$ cat config.mk
export PLATFORM = sky130hd
export DESIGN_NAME = jtag_byte_engine
export DESIGN_NICKNAME = d
export VERILOG_FILES = /design/src/rtl/jbe_pkg.sv /design/src/rtl/jbe_halftimer.sv /design/src/rtl/jbe_shifter.sv /design/src/rtl/jtag_byte_engine.sv
export SDC_FILE = /design/constraint.sdc
export NUM_CORES = 1
export LEC_CHECK = 0
export BUFFER_PORTS_ARGS = -buffer_cell sky130_fd_sc_hd__buf_2
export CORE_MARGIN = 4
export CORE_UTILIZATION = 40
export CTS_CLUSTER_DIAMETER = 60
export CTS_CLUSTER_SIZE = 28
export DETAILED_ROUTE_END_ITERATION = 7
export PLACE_DENSITY = 0.65
export SLEW_MARGIN = 15
export SYNTH_ARGS = -nofsm -noshare
export SYNTH_HDL_FRONTEND = slang
export SYNTH_SLANG_ARGS = --single-unit
export TNS_END_PERCENT = 20
$ cat constraint.sdc
create_clock -name clk -period 4.5 [get_ports clk]
set_input_delay 0.675 -clock clk [delete_from_list [all_inputs] [get_ports clk]]
set_output_delay 0.675 -clock clk [all_outputs]
set_load 0.02 [all_outputs]
$ cat src/rtl/jbe_pkg.sv
package jbe_pkg;

    typedef enum logic [1:0] {
        OP_PIN_SET   = 2'b00,
        OP_PIN_READ  = 2'b01,
        OP_SHIFT     = 2'b10,
        OP_SHIFT_CAP = 2'b11
    } jbe_op_e;

    typedef enum logic [2:0] {
        ST_IDLE,
        ST_PREAD,
        ST_START,
        ST_LOW,
        ST_HIGH
    } jbe_state_e;

    // Positions inside a pin-command state byte
    localparam int PIN_TCK = 0;
    localparam int PIN_TMS = 1;
    localparam int PIN_TDI = 4;
    localparam int PIN_OE  = 5;

    // Positions inside a pin-read status byte
    localparam int STS_TDO = 0;
    localparam int STS_ONE = 1;

endpackage

$ cat src/rtl/jbe_halftimer.sv
module jbe_halftimer #(
    parameter int W = 4
) (
    input  logic         clk,
    input  logic         rst_n,
    input  logic         load,
    input  logic [W-1:0] load_val,
    output logic         expired
);
    logic [W-1:0] cnt_d, cnt_q;

    always_comb begin
        cnt_d = cnt_q;
        if (load)
            cnt_d = load_val;
        else if (cnt_q != '0)
            cnt_d = cnt_q - 1'b1;
    end

    always_ff @(posedge clk or negedge rst_n) begin
        if (!rst_n) cnt_q <= '0;
        else        cnt_q <= cnt_d;
    end

    assign expired = (cnt_q == '0);
endmodule

$ cat src/rtl/jbe_shifter.sv
module jbe_shifter #(
    parameter int DATA_W = 8
) (
    input  logic              clk,
    input  logic              rst_n,
    input  logic              load,
    input  logic [DATA_W-1:0] load_data,
    input  logic              sample,
    input  logic              sample_bit,
    input  logic              advance,
    output logic              out_bit,
    output logic [DATA_W-1:0] cap_byte
);
    typedef struct packed {
        logic [DATA_W-1:0] outr;
        logic [DATA_W-1:0] cap;
    } sh_t;

    sh_t sh_d, sh_q;

    always_comb begin
        sh_d = sh_q;
        if (load)
            sh_d.outr = load_data;
        else if (advance)
            sh_d.outr = {1'b0, sh_q.outr[DATA_W-1:1]};
        if (sample)
            sh_d.cap = {sample_bit, sh_q.cap[DATA_W-1:1]};
    end

    always_ff @(posedge clk or negedge rst_n) begin
        if (!rst_n) sh_q <= '0;
        else        sh_q <= sh_d;
    end

    assign out_bit  = sh_q.outr[0];
    assign cap_byte = sh_q.cap;
endmodule

$ cat src/rtl/jtag_byte_engine.sv
module jtag_byte_engine
    import jbe_pkg::*;
#(
    parameter int DATA_W = 8,
    parameter int DIV_W  = 4
) (
    input  logic              clk,
    input  logic              rst_n,
    input  logic [DIV_W-1:0]  half_div,
    input  logic              cmd_valid,
    output logic              cmd_ready,
    input  logic [1:0]        cmd_op,
    input  logic [DATA_W-1:0] cmd_data,
    output logic              rsp_done,
    output logic [DATA_W-1:0] rsp_data,
    output logic              jtag_tck,
    output logic              jtag_tms,
    output logic              jtag_tdi,
    input  logic              jtag_tdo,
    output logic              oe_ind_n
);
    localparam int CNT_W = (DATA_W > 1) ? $clog2(DATA_W) : 1;
    localparam logic [CNT_W-1:0] LAST_BIT = CNT_W'(DATA_W - 1);

    typedef struct packed {
        jbe_state_e        st;
        logic              tck;
        logic              tms;
        logic              tdi;
        logic              oe_n;
        logic              capen;
        logic [CNT_W-1:0]  bitn;
        logic [DIV_W-1:0]  half;
        logic              done;
        logic [DATA_W-1:0] rsp;
    } eng_t;

    eng_t d, q;

    logic              tmr_load;
    logic              tmr_exp;
    logic              sh_load;
    logic              sh_sample;
    logic              sh_adv;
    logic              sh_bit;
    logic [DATA_W-1:0] sh_cap;

    jbe_halftimer #(.W(DIV_W)) u_timer (
        .clk      (clk),
        .rst_n    (rst_n),
        .load     (tmr_load),
        .load_val (q.half - 1'b1),
        .expired  (tmr_exp)
    );

    jbe_shifter #(.DATA_W(DATA_W)) u_shift (
        .clk        (clk),
        .rst_n      (rst_n),
        .load       (sh_load),
        .load_data  (cmd_data),
        .sample     (sh_sample),
        .sample_bit (jtag_tdo),
        .advance    (sh_adv),
        .out_bit    (sh_bit),
        .cap_byte   (sh_cap)
    );

    always_comb begin
        d         = q;
        d.done    = 1'b0;
        tmr_load  = 1'b0;
        sh_load   = 1'b0;
        sh_sample = 1'b0;
        sh_adv    = 1'b0;
        unique case (q.st)
            ST_IDLE: begin
                if (cmd_valid) begin
                    unique case (jbe_op_e'(cmd_op))
                        OP_PIN_SET, OP_PIN_READ: begin
                            d.tck  = cmd_data[PIN_TCK];
                            d.tms  = cmd_data[PIN_TMS];
                            d.tdi  = cmd_data[PIN_TDI];
                            d.oe_n = ~cmd_data[PIN_OE];
                            if (jbe_op_e'(cmd_op) == OP_PIN_SET) d.done = 1'b1;
                            else                                 d.st   = ST_PREAD;
                        end
                        default: begin
                            sh_load = 1'b1;
                            d.tck   = 1'b0;
                            d.bitn  = '0;
                            d.capen = (jbe_op_e'(cmd_op) == OP_SHIFT_CAP);
                            d.half  = (half_div == '0) ? DIV_W'(1) : half_div;
                            d.st    = ST_START;
                        end
                    endcase
                end
            end
            ST_PREAD: begin
                d.rsp          = '0;
                d.rsp[STS_ONE] = 1'b1;
                d.rsp[STS_TDO] = jtag_tdo;
                d.done         = 1'b1;
                d.st           = ST_IDLE;
            end
            ST_START: begin
                sh_sample = q.capen;
                d.tdi     = sh_bit;
                tmr_load  = 1'b1;
                d.st      = ST_LOW;
            end
            ST_LOW: begin
                if (tmr_exp) begin
                    d.tck    = 1'b1;
                    tmr_load = 1'b1;
                    d.st     = ST_HIGH;
                end
            end
            ST_HIGH: begin
                if (tmr_exp) begin
                    d.tck  = 1'b0;
                    sh_adv = 1'b1;
                    if (q.bitn == LAST_BIT) begin
                        d.done = 1'b1;
                        d.st   = ST_IDLE;
                        if (q.capen) d.rsp = sh_cap;
                    end else begin
                        d.bitn = q.bitn + 1'b1;
                        d.st   = ST_START;
                    end
                end
            end
            default: d.st = ST_IDLE;
        endcase
    end

    always_ff @(posedge clk or negedge rst_n) begin
        if (!rst_n) begin
            q       <= '0;
            q.st    <= ST_IDLE;
            q.oe_n  <= 1'b1;
            q.half  <= DIV_W'(1);
        end else begin
            q <= d;
        end
    end

    assign cmd_ready = (q.st == ST_IDLE);
    assign rsp_done  = q.done;
    assign rsp_data  = q.rsp;
    assign jtag_tck  = q.tck;
    assign jtag_tms  = q.tms;
    assign jtag_tdi  = q.tdi;
    assign oe_ind_n  = q.oe_n;
endmodule

==> impl_metrics.json <==
{
  "outcome": "finished clean",
  "dpl.cell_count": 287,
  "hold_violations": 0,
  "rsz0062_at_grt": "false",
  "drc": 0,
  "fin_crit_ns": 2.19,
  "cp.arrival_ns": 2.35,
  "ir_drop_mv": 0.129,
  "dp_hpwl_um": 2760,
  "insertion_delay_ns": 0.29,
  "path_cells": "or4_1, a21o_1, mux2i_1, ha_1, xnor2_1, o22ai_1",
  "synthMuxAreaShare_pct": 13.7,
  "ys_seq_elements": 44,
  "tns_ns": 0,
  "p_clk_share_pct": 38.1,
  "timing.hold.ws_ns": 0.488,
  "gr-usage-all-layers_pct": 13.1,
  "setup_viol": 0,
  "post-route-period-util_pct": 48.6,
  "reg2reg_slack_ns": 2.31,
  "clock-sinks": 44,
  "finalPower_mw": 0.668,
  "synthXorXnorAreaFrac_pct": 1.23,
  "antenna_cells_inserted": 0,
  "yosys-top-cells-count": "dfrtp_1 (42), nand2_1 (38), mux2i_1 (19)",
  "ant_nets": 0,
  "dieArea_um2": 6560,
  "synth_compound_area_share_pct": 8.74,
  "start_kind": "flip-flop",
  "r2r-start": "u_timer.cnt_q[2]",
  "worstMarginPinSlew_ns": 0.981,
  "hold_class": "flip-flop to flip-flop",
  "crit_slowest_cell": "or4_1",
  "switching_share_pct": 21.6,
  "core_um2": 5140,
  "relSlewSlack_pct": 34.6,
  "path_max_fanout": 7,
  "gp_congestion": 0.766,
  "synth_fa_ha_area_share_pct": 1.76,
  "ff2ff_path_depth": 6,
  "cts_root_buffer": "clkbuf_8",
  "numCtsBuffers": 5,
  "avgRoutedWirePerCell_um": 12.9,
  "finalNonFillerCells": 295,
  "cts_tree": "done",
  "clk_pin_slew_ns": 0.07,
  "yosysTopAreaCell": "dfrtp_1",
  "fmax_mhz": 457,
  "nets": 245,
  "rows": 26,
  "die_h_um": 81.0,
  "cpPeakStageDelay_ns": 0.68,
  "holdCritStartpoint": "q[9]",
  "synthFlopType": "dfrtp_1",
  "die_w_um": 81.0,
  "syn_nets": 225,
  "netlist_instances": 204,
  "cts_setup_buffers": 0,
  "finClkSkew_ns": 0.00814,
  "p_leak_nw": 1.11,
  "syn_to_final_growth_pct": 10.7,
  "synth-edff-count": 0,
  "antenna_found_initial": 0,
  "io_buffer_count": 31,
  "routed_wl_um": 3810,
  "yosys-top-cells-area": "dfrtp_1 (49%), mux2i_1 (8.9%), nand2_1 (6.7%), mux2_2 (4.8%), o21ai_0 (4.0%)",
  "cts_buffer_depth": 2,
  "cts_resized": 0,
  "grt_pass1_vias": 1425,
  "finalInstanceArea_um2": 2360,
  "worstHoldPathCells": 2,
  "ctsHoldBuffers": 0,
  "ios": 32,
  "ys_types": 36,
  "synth_top_family_by_area": "simple AND/OR/NAND/NOR gates",
  "maxCapViolCount": 0,
  "power_frac_comb_pct": 2.7,
  "pwr-share-seq_pct": 59.1,
  "startpoint": "u_timer.cnt_q[2]",
  "worst-setup-path-type": "flip-flop to flip-flop",
  "p_per_area_nw_per_um2": 283,
  "drt_pass1_iterations": 4,
  "grt_max_degree": 45,
  "synth_simple_gate_area_share_pct": 15.9,
  "hold_path_end": "q[9]",
  "drive_gt1_share_pct": 25.3,
  "r2r_end": "u_timer.cnt_q[2]",
  "syn-cell-area_um2": 2130,
  "synth.top_cell.area_share_pct": 49.3,
  "syn_area_per_cell_um2": 10.5,
  "place_area_um2": 2270,
  "endpoint_kind": "flip-flop",
  "cts.htree.levels": 2,
  "worstPathRequired_ns": 4.66,
  "netSwitchingPower_mw": 0.144,
  "yosysSeqAreaShare_pct": 51.8,
  "yosys_warnings": 0,
  "drtIter0Drc": 14,
  "initial_core_util_pct": 41.5,
  "grt-ovfl-total": 0,
  "synth.most_common_cell": "dfrtp_1",
  "final_max_slew_viol_count": 0,
  "ys_async_sr_fraction_pct": 100,
  "routed-via-count": 1434,
  "viasPerCell": 4.86,
  "grt_pass1_wl_um": 6580,
  "internal_power_mw": 0.524
}
[sequential cells by signal (all words and copies together), names as in the netlist]
| signal | count |
|---|---|
| rsp_data | 8 |
| q | 11 |
| rsp_done | 1 |
| jtag_tdi | 1 |
| jtag_tms | 1 |
| jtag_tck | 1 |
| u_shift.out_bit | 1 |
| oe_ind_n | 1 |
| u_shift.sh_q | 7 |
| u_shift.cap_byte | 8 |
| u_timer.cnt_q | 4 |
[stage by stage]
| stage | util [%] | setup WS, ns |
|---|---|---|
| 3_3_place_gp | 44.1 | 2.40 |
| 3_5_place_dp | 44.1 | 2.31 |
| 4_1_cts | 45.9 | 2.30 |
| 2_1_floorplan | - | 2.49 |
| 6_report | 45.9 | 2.31 |
| 5_1_grt | 45.9 | 2.18 |
[routing by layer]
metal / vias up / GRT usage [%] / share of wire, %
li1: 722 / - / -
met1: 673 / 16.1 / 47
met2: 32 / 21.9 / 46
met3: 7 / 3.55 / 5.1
met4: 0 / 5.07 / 1.5
met5: - / 0 / 0
[power by group through the flow]
| stage | combinational (mW) | sequential, mW | clock [mW] |
|---|---|---|---|
| finish | 0.0182 | 0.395 | 0.255 |
| CTS | 0.0188 | 0.395 | 0.264 |
| floorplan | 0.00193 | 0.403 | 0 |
| global placement | 0.0188 | 0.403 | 0 |
| global route | 0.0215 | 0.395 | 0.280 |
| detailed placement | 0.0188 | 0.403 | 0 |
[cell type report]
class                   instances  area (um^2)
fillers                       533         2780
flip-flops and latches         44         1100
multi-input cells             131          881
repair buffers                 31          155
well taps                      70         87.6
clock buffers                   6         82.6
inverters                      11         41.3
clock inverters                 2         10.0
[cell families after synthesis]
kind of cell,Yosys count
mux,28
simple gates,66
flops,44
fa+ha+maj,3
compound gates,31
xor+xnor,3
buf+inv,29
[worst max-delay path, delay by kind of cell, from the launching register on]
kind,cells,cell delay [ns]
simple gates,1,0.68
flops,1,0.45
compound gates,2,0.39
fa+ha+maj,1,0.24
xor+xnor,1,0.15
mux,1,0.14
[cell usage in the layout (no fill, tap or decap), drive strengths merged]
cell type	instances
dfrtp	42
nand2	38
buf	31
mux2i	19
o21ai	17
inv	11
mux2	9
clkbuf	6
nor3	6
nand3	5
a21oi	5
nor2b	3
nor2	3
xnor2	3
o22ai	3
ha	3
and3	2
nand2b	2
o211ai	2
clkinv	2
dfstp	2
nor4	1
nor3b	1
or2	1
or4	1
a21o	1
or3b	1
a22o	1
o31ai	1
nand4	1
and2	1
a22oi	1
[worst max path at each step]
stage,end,cells past startpoint
finish,u_timer.cnt_q[2],6
global route,u_timer.cnt_q[2],6
CTS,u_timer.cnt_q[2],6
detailed placement,u_timer.cnt_q[2],6
global placement,u_timer.cnt_q[2],6
floorplan,u_timer.cnt_q[2],7
No activity file was read; power rests on OpenSTA's default activity.
